**src/rtl/ctu_pkg.sv**
```systemverilog
package ctu_pkg;
  localparam int unsigned REL_W  = 5;
  localparam int unsigned WORD_W = 32;

  // order matters: trap mask bit positions decode against it
  typedef struct packed {
    logic slt;
    logic sgt;
    logic eq;
    logic ult;
    logic ugt;
  } rel_vec_t;

  typedef struct packed {
    logic lt;
    logic gt;
    logic eq;
    logic so;
  } cr_field_t;
endpackage

```
**src/rtl/ctu_operand_sel.sv**
```systemverilog
module ctu_operand_sel #(
  parameter int unsigned XLEN  = 64,
  parameter int unsigned IMM_W = 16
) (
  input  logic [XLEN-1:0]  opa_i,
  input  logic [XLEN-1:0]  opb_i,
  input  logic [IMM_W-1:0] imm_i,
  input  logic             b_is_reg_i,
  input  logic             is_32bit_i,
  output logic [XLEN-1:0]  a_s_o,
  output logic [XLEN-1:0]  b_s_o,
  output logic [XLEN-1:0]  a_u_o,
  output logic [XLEN-1:0]  b_u_o
);
  import ctu_pkg::*;

  localparam int unsigned EXT_W = XLEN - IMM_W;

  logic [XLEN-1:0] b_full;

  assign b_full = b_is_reg_i ? opb_i : {{EXT_W{imm_i[IMM_W-1]}}, imm_i};

  generate
    if (XLEN > WORD_W) begin : g_narrow
      localparam int unsigned HI_W = XLEN - WORD_W;
      always_comb begin
        if (is_32bit_i) begin
          a_s_o = {{HI_W{opa_i[WORD_W-1]}},  opa_i[WORD_W-1:0]};
          b_s_o = {{HI_W{b_full[WORD_W-1]}}, b_full[WORD_W-1:0]};
          a_u_o = {{HI_W{1'b0}}, opa_i[WORD_W-1:0]};
          b_u_o = {{HI_W{1'b0}}, b_full[WORD_W-1:0]};
        end else begin
          a_s_o = opa_i;
          b_s_o = b_full;
          a_u_o = opa_i;
          b_u_o = b_full;
        end
      end
    end else begin : g_flat
      assign a_s_o = opa_i;
      assign b_s_o = b_full;
      assign a_u_o = opa_i;
      assign b_u_o = b_full;
    end
  endgenerate
endmodule

```
**src/rtl/ctu_relation.sv**
```systemverilog
module ctu_relation #(
  parameter int unsigned XLEN = 64
) (
  input  logic [XLEN-1:0]     a_s_i,
  input  logic [XLEN-1:0]     b_s_i,
  input  logic [XLEN-1:0]     a_u_i,
  input  logic [XLEN-1:0]     b_u_i,
  output ctu_pkg::rel_vec_t   rel_o
);
  logic [XLEN:0] diff;
  logic          borrow;
  logic          sign_diff;
  logic          equal;

  // one subtractor serves both orderings
  assign diff      = {1'b0, a_u_i} - {1'b0, b_u_i};
  assign borrow    = diff[XLEN];
  assign equal     = (a_u_i == b_u_i);
  assign sign_diff = a_s_i[XLEN-1] ^ b_s_i[XLEN-1];

  always_comb begin
    rel_o.eq  = equal;
    rel_o.ult = borrow;
    rel_o.ugt = !borrow && !equal;
    // differing signs: the negative one is smaller; else unsigned order holds
    rel_o.slt = sign_diff ? a_s_i[XLEN-1] : borrow;
    rel_o.sgt = sign_diff ? b_s_i[XLEN-1] : (!borrow && !equal);
  end
endmodule

```
**src/rtl/ctu_result.sv**
```systemverilog
module ctu_result #(
  parameter int unsigned CRF_W = 3
) (
  input  logic              clk_i,
  input  logic              rst_ni,
  input  logic              valid_i,
  input  logic              op_trap_i,
  input  logic              is_signed_i,
  input  logic              so_i,
  input  logic [4:0]        to_mask_i,
  input  logic [CRF_W-1:0]  crf_idx_i,
  input  ctu_pkg::rel_vec_t rel_i,
  output logic              cr_valid_o,
  output logic [3:0]        cr_field_o,
  output logic [CRF_W-1:0]  cr_idx_o,
  output logic              trap_o
);
  import ctu_pkg::*;

  cr_field_t        cr_next;
  cr_field_t        cr_q;
  logic             hit;
  logic             cmp_go;
  logic             trap_go;
  logic [CRF_W-1:0] idx_q;
  logic             cr_valid_q;
  logic             trap_q;

  always_comb begin
    cr_next.lt = is_signed_i ? rel_i.slt : rel_i.ult;
    cr_next.gt = is_signed_i ? rel_i.sgt : rel_i.ugt;
    cr_next.eq = rel_i.eq;
    cr_next.so = so_i;
  end

  assign hit     = |(rel_i & to_mask_i);
  assign cmp_go  = valid_i && !op_trap_i;
  assign trap_go = valid_i && op_trap_i;

  always_ff @(posedge clk_i or negedge rst_ni) begin
    if (!rst_ni) begin
      cr_valid_q <= 1'b0;
      trap_q     <= 1'b0;
      cr_q       <= '0;
      idx_q      <= '0;
    end else begin
      cr_valid_q <= cmp_go;
      trap_q     <= trap_go && hit;
      if (cmp_go) begin
        cr_q  <= cr_next;
        idx_q <= crf_idx_i;
      end
    end
  end

  assign cr_valid_o = cr_valid_q;
  assign cr_field_o = cr_q;
  assign cr_idx_o   = idx_q;
  assign trap_o     = trap_q;

  assert_mask_zero_R7: assert property (@(posedge clk_i) disable iff (!rst_ni)
    (trap_go && to_mask_i == 5'b00000) |=> !trap_o);
  assert_mask_ones_R7: assert property (@(posedge clk_i) disable iff (!rst_ni)
    (trap_go && to_mask_i == 5'b11111) |=> trap_o);
  assert_trap_source_R10: assert property (@(posedge clk_i) disable iff (!rst_ni)
    trap_o |-> $past(valid_i && op_trap_i));
  assert_field_hold_R8: assert property (@(posedge clk_i) disable iff (!rst_ni)
    !cmp_go |=> ($stable(cr_field_o) && $stable(cr_idx_o)));
  assert_so_idx_R9: assert property (@(posedge clk_i) disable iff (!rst_ni)
    cmp_go |=> (cr_field_o[0] == $past(so_i) && cr_idx_o == $past(crf_idx_i)));
endmodule

```
**src/rtl/cmp_trap_unit.sv**
```systemverilog
module cmp_trap_unit #(
  parameter int unsigned XLEN  = 64,
  parameter int unsigned IMM_W = 16,
  parameter int unsigned CRF_W = 3
) (
  input  logic             clk_i,
  input  logic             rst_ni,
  input  logic             valid_i,
  input  logic             op_trap_i,
  input  logic             is_signed_i,
  input  logic             is_32bit_i,
  input  logic             b_is_reg_i,
  input  logic [XLEN-1:0]  opa_i,
  input  logic [XLEN-1:0]  opb_i,
  input  logic [IMM_W-1:0] imm_i,
  input  logic [4:0]       to_mask_i,
  input  logic [CRF_W-1:0] crf_idx_i,
  input  logic             so_i,
  output logic             cr_valid_o,
  output logic [3:0]       cr_field_o,
  output logic [CRF_W-1:0] cr_idx_o,
  output logic             trap_o
);
  import ctu_pkg::*;

  logic [XLEN-1:0] a_s, b_s, a_u, b_u;
  rel_vec_t        rel;

  ctu_operand_sel #(.XLEN(XLEN), .IMM_W(IMM_W)) u_opsel (
    .opa_i      (opa_i),
    .opb_i      (opb_i),
    .imm_i      (imm_i),
    .b_is_reg_i (b_is_reg_i),
    .is_32bit_i (is_32bit_i),
    .a_s_o      (a_s),
    .b_s_o      (b_s),
    .a_u_o      (a_u),
    .b_u_o      (b_u)
  );

  ctu_relation #(.XLEN(XLEN)) u_rel (
    .a_s_i (a_s),
    .b_s_i (b_s),
    .a_u_i (a_u),
    .b_u_i (b_u),
    .rel_o (rel)
  );

  ctu_result #(.CRF_W(CRF_W)) u_res (
    .clk_i       (clk_i),
    .rst_ni      (rst_ni),
    .valid_i     (valid_i),
    .op_trap_i   (op_trap_i),
    .is_signed_i (is_signed_i),
    .so_i        (so_i),
    .to_mask_i   (to_mask_i),
    .crf_idx_i   (crf_idx_i),
    .rel_i       (rel),
    .cr_valid_o  (cr_valid_o),
    .cr_field_o  (cr_field_o),
    .cr_idx_o    (cr_idx_o),
    .trap_o      (trap_o)
  );

  assert_signed_rel_R2: assert property (@(posedge clk_i) disable iff (!rst_ni)
    $countones({rel.slt, rel.sgt, rel.eq}) == 1);
  assert_unsigned_rel_R3: assert property (@(posedge clk_i) disable iff (!rst_ni)
    $countones({rel.ult, rel.ugt, rel.eq}) == 1);
  assert_exclusive_R8: assert property (@(posedge clk_i) disable iff (!rst_ni)
    !(trap_o && cr_valid_o));
  assert_cmp_no_trap_R8: assert property (@(posedge clk_i) disable iff (!rst_ni)
    (valid_i && !op_trap_i) |=> !trap_o);
endmodule

```
**config.mk**
```make
export PLATFORM = sky130hd
export DESIGN_NAME = cmp_trap_unit
export DESIGN_NICKNAME = d
export VERILOG_FILES = /design/src/rtl/ctu_pkg.sv /design/src/rtl/ctu_operand_sel.sv /design/src/rtl/ctu_relation.sv /design/src/rtl/ctu_result.sv /design/src/rtl/cmp_trap_unit.sv
export SDC_FILE = /design/constraint.sdc
export NUM_CORES = 1
export LEC_CHECK = 0
export BUFFER_PORTS_ARGS = -buffer_cell sky130_fd_sc_hd__buf_2
export CORE_MARGIN = 10
export CORE_UTILIZATION = 40
export DETAILED_ROUTE_END_ITERATION = 8
export GPL_TIMING_DRIVEN = 0
export PLACE_DENSITY = 0.82
export SYNTH_ARGS = -nofsm -noshare
export SYNTH_HDL_FRONTEND = slang
export SYNTH_SLANG_ARGS = --single-unit
```
**constraint.sdc**
```tcl
create_clock -name clk_i -period 0.8 [get_ports clk_i]
set_clock_uncertainty 0.1 [all_clocks]
set_input_delay 0.16 -clock clk_i [delete_from_list [all_inputs] [get_ports clk_i]]
set_output_delay 0.16 -clock clk_i [all_outputs]
set_load 0.05 [all_outputs]
```
* Word level (Yosys, flattened, before mapping) *
Index checks and enable logic that the tools add are counted.

operators by class
  mux-type cells = 9
  reductions and logical operators = 8
  bitwise gates (word level) = 2
  add/subtract/negate cells = 1
  equal/unequal tests = 1

operator list
  operator                                        number
  64-bit 2-to-1 mux                               5
  64-bit by 64-bit subtractor with 65-bit output  1
  64-bit equality test                            1
  5-bit AND                                       1
  5-bit OR reduction                              1
  1-bit logical AND                               4
  1-bit 2-to-1 mux                                4
  1-bit logical NOT                               3
  1-bit bitwise XOR                               1

storage, ports and cells
  flip-flop bits (word level) = 9
  output and inout port bits = 9
  word-level logic and storage cells = 28

* Longest topological paths before layout *
  word-level depth = 9
  depth in mapped cells = 13
  gate-level depth less buffers = 12

* Cells and area by module *
From an unflattened synthesis, not the netlist that was laid out.

second synthesis, totals
  cells, all modules = 639
  area total of the unflattened synthesis = 4516.8 um^2

by module, submodules not included
  module           times used  cells an instance  area an instance (um^2)
  ctu_operand_sel  1           375                2391.0
  ctu_relation     1           240                1729.2
  ctu_result       1           24                 396.6

* Worst setup path after synthesis *
OpenSTA, ideal clock, no wires.

  path type = input -> register
  start point = input b_is_reg_i
  end point = register u_res.trap_q (netlist: u_res.trap_o)
  setup time = 126 ps
  stages on the path = 12
  arrival = 3048 ps
  slack = -2474 ps
  data required time = 574 ps
  path through = clkbuf_1 -> clkbuf_1 -> mux2i_1 -> ha_1 -> a21oi_2 -> nand2_1 -> a221o_1 -> or3_1 -> a21oi_1 -> o211ai_2 -> and3_1 -> o311a_1

on the way
  longest elaborated chain between the ends = 9
  elaborated cells between the ends (all ways) = 14

RTL lines
  what                                                                                    RTL line                                source
  start: declaration                                                                      cmp_trap_unit.sv:12                     input logic b_is_reg_i,
  64-bit 2-to-1 mux *                                                                     ctu_operand_sel.sv:21                   assign b_full = b_is_reg_i ? opb_i : {{EXT_W{imm_i[IMM_W-1]}}, imm_i};
  64-bit 2-to-1 mux                                                                       ctu_operand_sel.sv:27                   if (is_32bit_i) begin
  64-bit by 64-bit subtractor with 65-bit output or 64-bit equality test (tied branches)  ctu_relation.sv:16, ctu_relation.sv:18
  1-bit logical NOT                                                                       ctu_relation.sv:24, ctu_relation.sv:27
  1-bit logical AND                                                                       ctu_relation.sv:24, ctu_relation.sv:27
  1-bit 2-to-1 mux                                                                        ctu_relation.sv:27                      rel_o.sgt = sign_diff ? b_s_i[XLEN-1] : (!borrow && !equal);
  5-bit AND *                                                                             ctu_result.sv:36                        assign hit = |(rel_i & to_mask_i);
  5-bit OR reduction *                                                                    ctu_result.sv:36
  1-bit logical AND *                                                                     ctu_result.sv:48                        trap_q <= trap_go && hit;
  end signal: assignment                                                                  ctu_result.sv:48
  end: declaration                                                                        ctu_result.sv:27                        logic trap_q;

Mark *: on every way between the ends. The rest lies on a longest branch, timed or not.
A chain may end at the register's enable or synchronous reset.

* Final worst setup path *
Same ends and word-level chain as after synthesis.

==> metrics.csv <==
metric;value;unit
status;complete, but fails checks;
violated_checks;setup timing;
wl_met2;5707;um
met1Wirelength;4076;um
vias_per_cell;5.503;
ctsHtreeMaxLevel;1;
place_ws;-2.434;ns
post_synth.cell_area_avg;7.281;um2
p_seq_frac;0.149;
clock_tree_from_tritoncts;yes;
post_synth_instance_area;2694;um2
die_boundary_width;102.1;um
syn_to_final_growth;63.17;%
report.final.setup_viol;13;
worstPathArrival;2.79;ns
gp_congestion;0.8911;
final_net_count;786;
period_minus_slack;2.772;ns
period_share;3.465;
floorplan.initialDensity;0.4171;
first_global_vias;3812;
highest_metal_layer_with_signal_wires;met4;
power.combinational.fraction;0.710;
hp-class;primary input to flip-flop;
ys_async_sr_fraction;1.000;
die_h;102.1;um
ir_worst_vdd;0.6738;mV
timing.max_slew.rel_slack;0.6905;
drt_wl_total;11230;um
number_of_synthesized_flops_with_an_enable_pin;0;
die_footprint;10420;um2
setup_repair_after_global_routing_missed_its_margin;true;
maxSlewViolCount;0;
grt_pass1_wl;16930;um
timing.setup.critical_path_class;primary input to flip-flop;
yosys_warning_count;0;
detail_route.wl_per_cell;17.60;um
post-route-drc-count;0;
track_usage;0.1975;
timing.critical_path.fanout_max;6;
synthesized_net_count;594;
num_rows;29;
routed-wl-met3;1159;um
synth_sequential_area_ratio;0.08360;
detail-route-antenna-nets;0;
portBuffers;168;
hpwl;8921;um
dr.first_iter.drc_count;102;
number_of_antenna_violations_at_the_first_check_in_global_routing;0;
yosysUniqueCellTypes;36;
p_sw_frac;0.4129;
worst_skew_pair.late_latency;0.23;ns
ioPinCount;169;
setup_tns;-9.224;ns
worst_slack;-1.972;ns
grt_start_max_net_pins;11;
max_clock_freq;0.3608;GHz
syn_inst;370;
power_density;849.8;nW/um2
netSwitchingPower;1.542;mW
fill_cells;535;
postLayoutCoreUtil;0.6806;
data_required_time_at_the_worst_endpoint;0.82;ns
finalHoldViolCount;0;
core_area;6459;um2
ys_seq_elements;9;
cts-buffers-inserted;3;
worst_pin_slew;0.4612;ns
endpoint_kind;flip-flop;
numClockSinks;9;
cts-root-buf;sky130_fd_sc_hd__clkbuf_8;
static-leakage-power;2.134;nW
internal_power;2.193;mW
power.share.clock;0.140;
synth-main-ff-cell;sky130_fd_sc_hd__dfrtp_1;
setup.worst_path.start_class;primary input;
cts-root-to-sink-buffers;2;
max-cap-violations;0;
globalRouteOverflowTotal;0;
firstDrtPassIters;4;
layout-drive-gt1-share;0.5062;
insertedDiodeCount;0;
detailroute.via_count;3511;
path_clk_slew;0.04;ns
sequential cells by signal, summed over array words and instances, names as in the netlist:
name and cells:
u_res.trap_o 1, u_res.cr_idx_o 3, u_res.cr_field_o 4, u_res.cr_valid_o 1
cells in the mapped netlist, types with 2 or more instances:
cell | number | area (um2)
sky130_fd_sc_hd__a211oi_1 | 6 | 45.04
sky130_fd_sc_hd__a21oi_1 | 77 | 385.4
sky130_fd_sc_hd__clkbuf_1 | 19 | 71.32
sky130_fd_sc_hd__dfrtp_1 | 9 | 225.2
sky130_fd_sc_hd__ha_1 | 64 | 800.8
sky130_fd_sc_hd__inv_1 | 5 | 18.77
sky130_fd_sc_hd__mux2i_1 | 15 | 150.1
sky130_fd_sc_hd__nand2_1 | 34 | 127.6
sky130_fd_sc_hd__nand2b_1 | 3 | 18.77
sky130_fd_sc_hd__nand3_1 | 4 | 20.02
sky130_fd_sc_hd__nand4_1 | 14 | 87.58
sky130_fd_sc_hd__nand4b_1 | 2 | 17.52
sky130_fd_sc_hd__nor2_1 | 10 | 37.54
sky130_fd_sc_hd__nor2b_1 | 35 | 219.0
sky130_fd_sc_hd__nor3_1 | 4 | 20.02
sky130_fd_sc_hd__nor4_1 | 3 | 18.77
sky130_fd_sc_hd__o211ai_1 | 4 | 30.03
sky130_fd_sc_hd__o21ai_0 | 13 | 65.06
sky130_fd_sc_hd__or2_2 | 32 | 200.2
cell usage in the layout, fill, tap and decap left out, types with 2 or more instances in the layout:
cell and n:
sky130_fd_sc_hd__nand4b_1 2, sky130_fd_sc_hd__clkbuf_4 3, sky130_fd_sc_hd__o21ai_1 3, sky130_fd_sc_hd__nand2_1 34, sky130_fd_sc_hd__a21oi_2 6, sky130_fd_sc_hd__a21oi_1 71, sky130_fd_sc_hd__a211oi_1 4, sky130_fd_sc_hd__nor3_2 2
sky130_fd_sc_hd__clkbuf_16 3, sky130_fd_sc_hd__nand3_1 4, sky130_fd_sc_hd__nand2b_1 3, sky130_fd_sc_hd__o21ai_0 10, sky130_fd_sc_hd__nand4_1 14, sky130_fd_sc_hd__buf_4 17, sky130_fd_sc_hd__mux2i_1 13, sky130_fd_sc_hd__o211ai_1 4
sky130_fd_sc_hd__buf_2 158, sky130_fd_sc_hd__ha_4 13, sky130_fd_sc_hd__nor3_1 2, sky130_fd_sc_hd__nor2_1 9, sky130_fd_sc_hd__dfrtp_2 8, sky130_fd_sc_hd__or2_2 27, sky130_fd_sc_hd__buf_12 2, sky130_fd_sc_hd__or2_4 5
sky130_fd_sc_hd__ha_1 51, sky130_fd_sc_hd__clkbuf_2 2, sky130_fd_sc_hd__inv_1 4, sky130_fd_sc_hd__buf_6 12, sky130_fd_sc_hd__buf_8 5, sky130_fd_sc_hd__clkbuf_8 7, sky130_fd_sc_hd__nor2b_1 34, sky130_fd_sc_hd__a211oi_2 2
power groups by stage:
| stage | registers [mW] | clock network, mW | logic [mW] |
|---|---|---|---|
| final | 0.558 | 0.524 | 2.65 |
| after global routing | 0.561 | 0.559 | 2.93 |
| after CTS | 0.553 | 0.530 | 2.43 |
| after detailed placement | 0.546 | 0 | 2.17 |
| after global placement | 0.544 | 0 | 2.09 |
| after floorplan | 0.741 | 0 | 1.21 |
metrics by stage:
stage	total power, mW	area [um2]	hold slack, ns	std cells
6_report	3.735	4395	0.01546	638
5_1_grt	4.049	4395	0.03659	638
4_1_cts	3.518	4158	0.01519	633
3_5_place_dp	2.714	3771	-0.07735	615
3_3_place_gp	2.635	3771	-0.08402	615
2_1_floorplan	1.953	2834	-0.2356	370
routing by layer:
layer	track usage	up-vias
met3	0.06208	30
met5	0	-
met4	0.06182	0
li1	-	1742
met1	0.1997	1567
met2	0.3758	172
critical path, stage by stage:
cell and delay (ns):
sky130_fd_sc_hd__buf_8 0.10, sky130_fd_sc_hd__nor2b_4 0.12, sky130_fd_sc_hd__buf_12 0.14, sky130_fd_sc_hd__clkbuf_8 0.15, sky130_fd_sc_hd__a21oi_1 0.04, sky130_fd_sc_hd__or2_2 0.28, sky130_fd_sc_hd__ha_1 0.31, sky130_fd_sc_hd__nand4_1 0.19
sky130_fd_sc_hd__nor2_1 0.06, sky130_fd_sc_hd__a221oi_1 0.29, sky130_fd_sc_hd__o211ai_1 0.19, sky130_fd_sc_hd__nand3b_1 0.16, sky130_fd_sc_hd__o211ai_2 0.15, sky130_fd_sc_hd__and3_1 0.18, sky130_fd_sc_hd__o311a_1 0.28
final cells by class:
class | count | area [um2] | area share
Clock buffer | 4 | 45.04 | 0.01025
Multi-Input combinational cell | 336 | 2656 | 0.6043
Timing Repair Buffer | 187 | 1101 | 0.2505
Inverter | 5 | 21.27 | 0.004839
Sequential cell | 9 | 235.2 | 0.05352
Buffer | 20 | 240.2 | 0.05465
Tap cell | 77 | 96.34 | 0.02192
logic make-up (layout without fill, tap and decap cells):
kind of cell / count (synthesis) / after routing / share of synthesized area
AO/OA/AOI/OAI: 110 / 110 / 0.2271
adder cells (fa/ha/maj): 64 / 64 / 0.2973
buffers and inverters: 25 / 216 / 0.03484
AND/OR/NAND/NOR: 146 / 146 / 0.2973
multiplexers: 16 / 16 / 0.05991
flip-flops: 9 / 9 / 0.08361
path summary, 6_finish.rpt:
kind	startpoint	end	slack (ns)	cells after the start
worst min-delay path	crf_idx_i[0]	u_res.cr_idx_o[0]	0.02	3
worst max-delay path	b_is_reg_i	u_res.trap_o	-1.97	15
worst min register to register	u_res.cr_idx_o[0]	u_res.cr_idx_o[0]	0.39	2
worst max register to register	u_res.cr_field_o[3]	u_res.cr_field_o[3]	-0.04	1
max in group asynchronous	rst_ni	u_res.cr_field_o[3]	0.19	2
min in group asynchronous	rst_ni	u_res.trap_o	0.21	2
timing repair:
| item | CTS | global route |
|---|---|---|
| pin swaps | 19 | 17 |
| endpoints found under the hold margin | 9 | 0 |
| gates cloned | 3 | 0 |
| hold buffers | 1 | 0 |
| resized for setup | 51 | 40 |
| setup buffers | 10 | 5 |
| endpoints found under the setup margin | 17 | 17 |
Note: power is estimated with default switching activity, not from simulation.
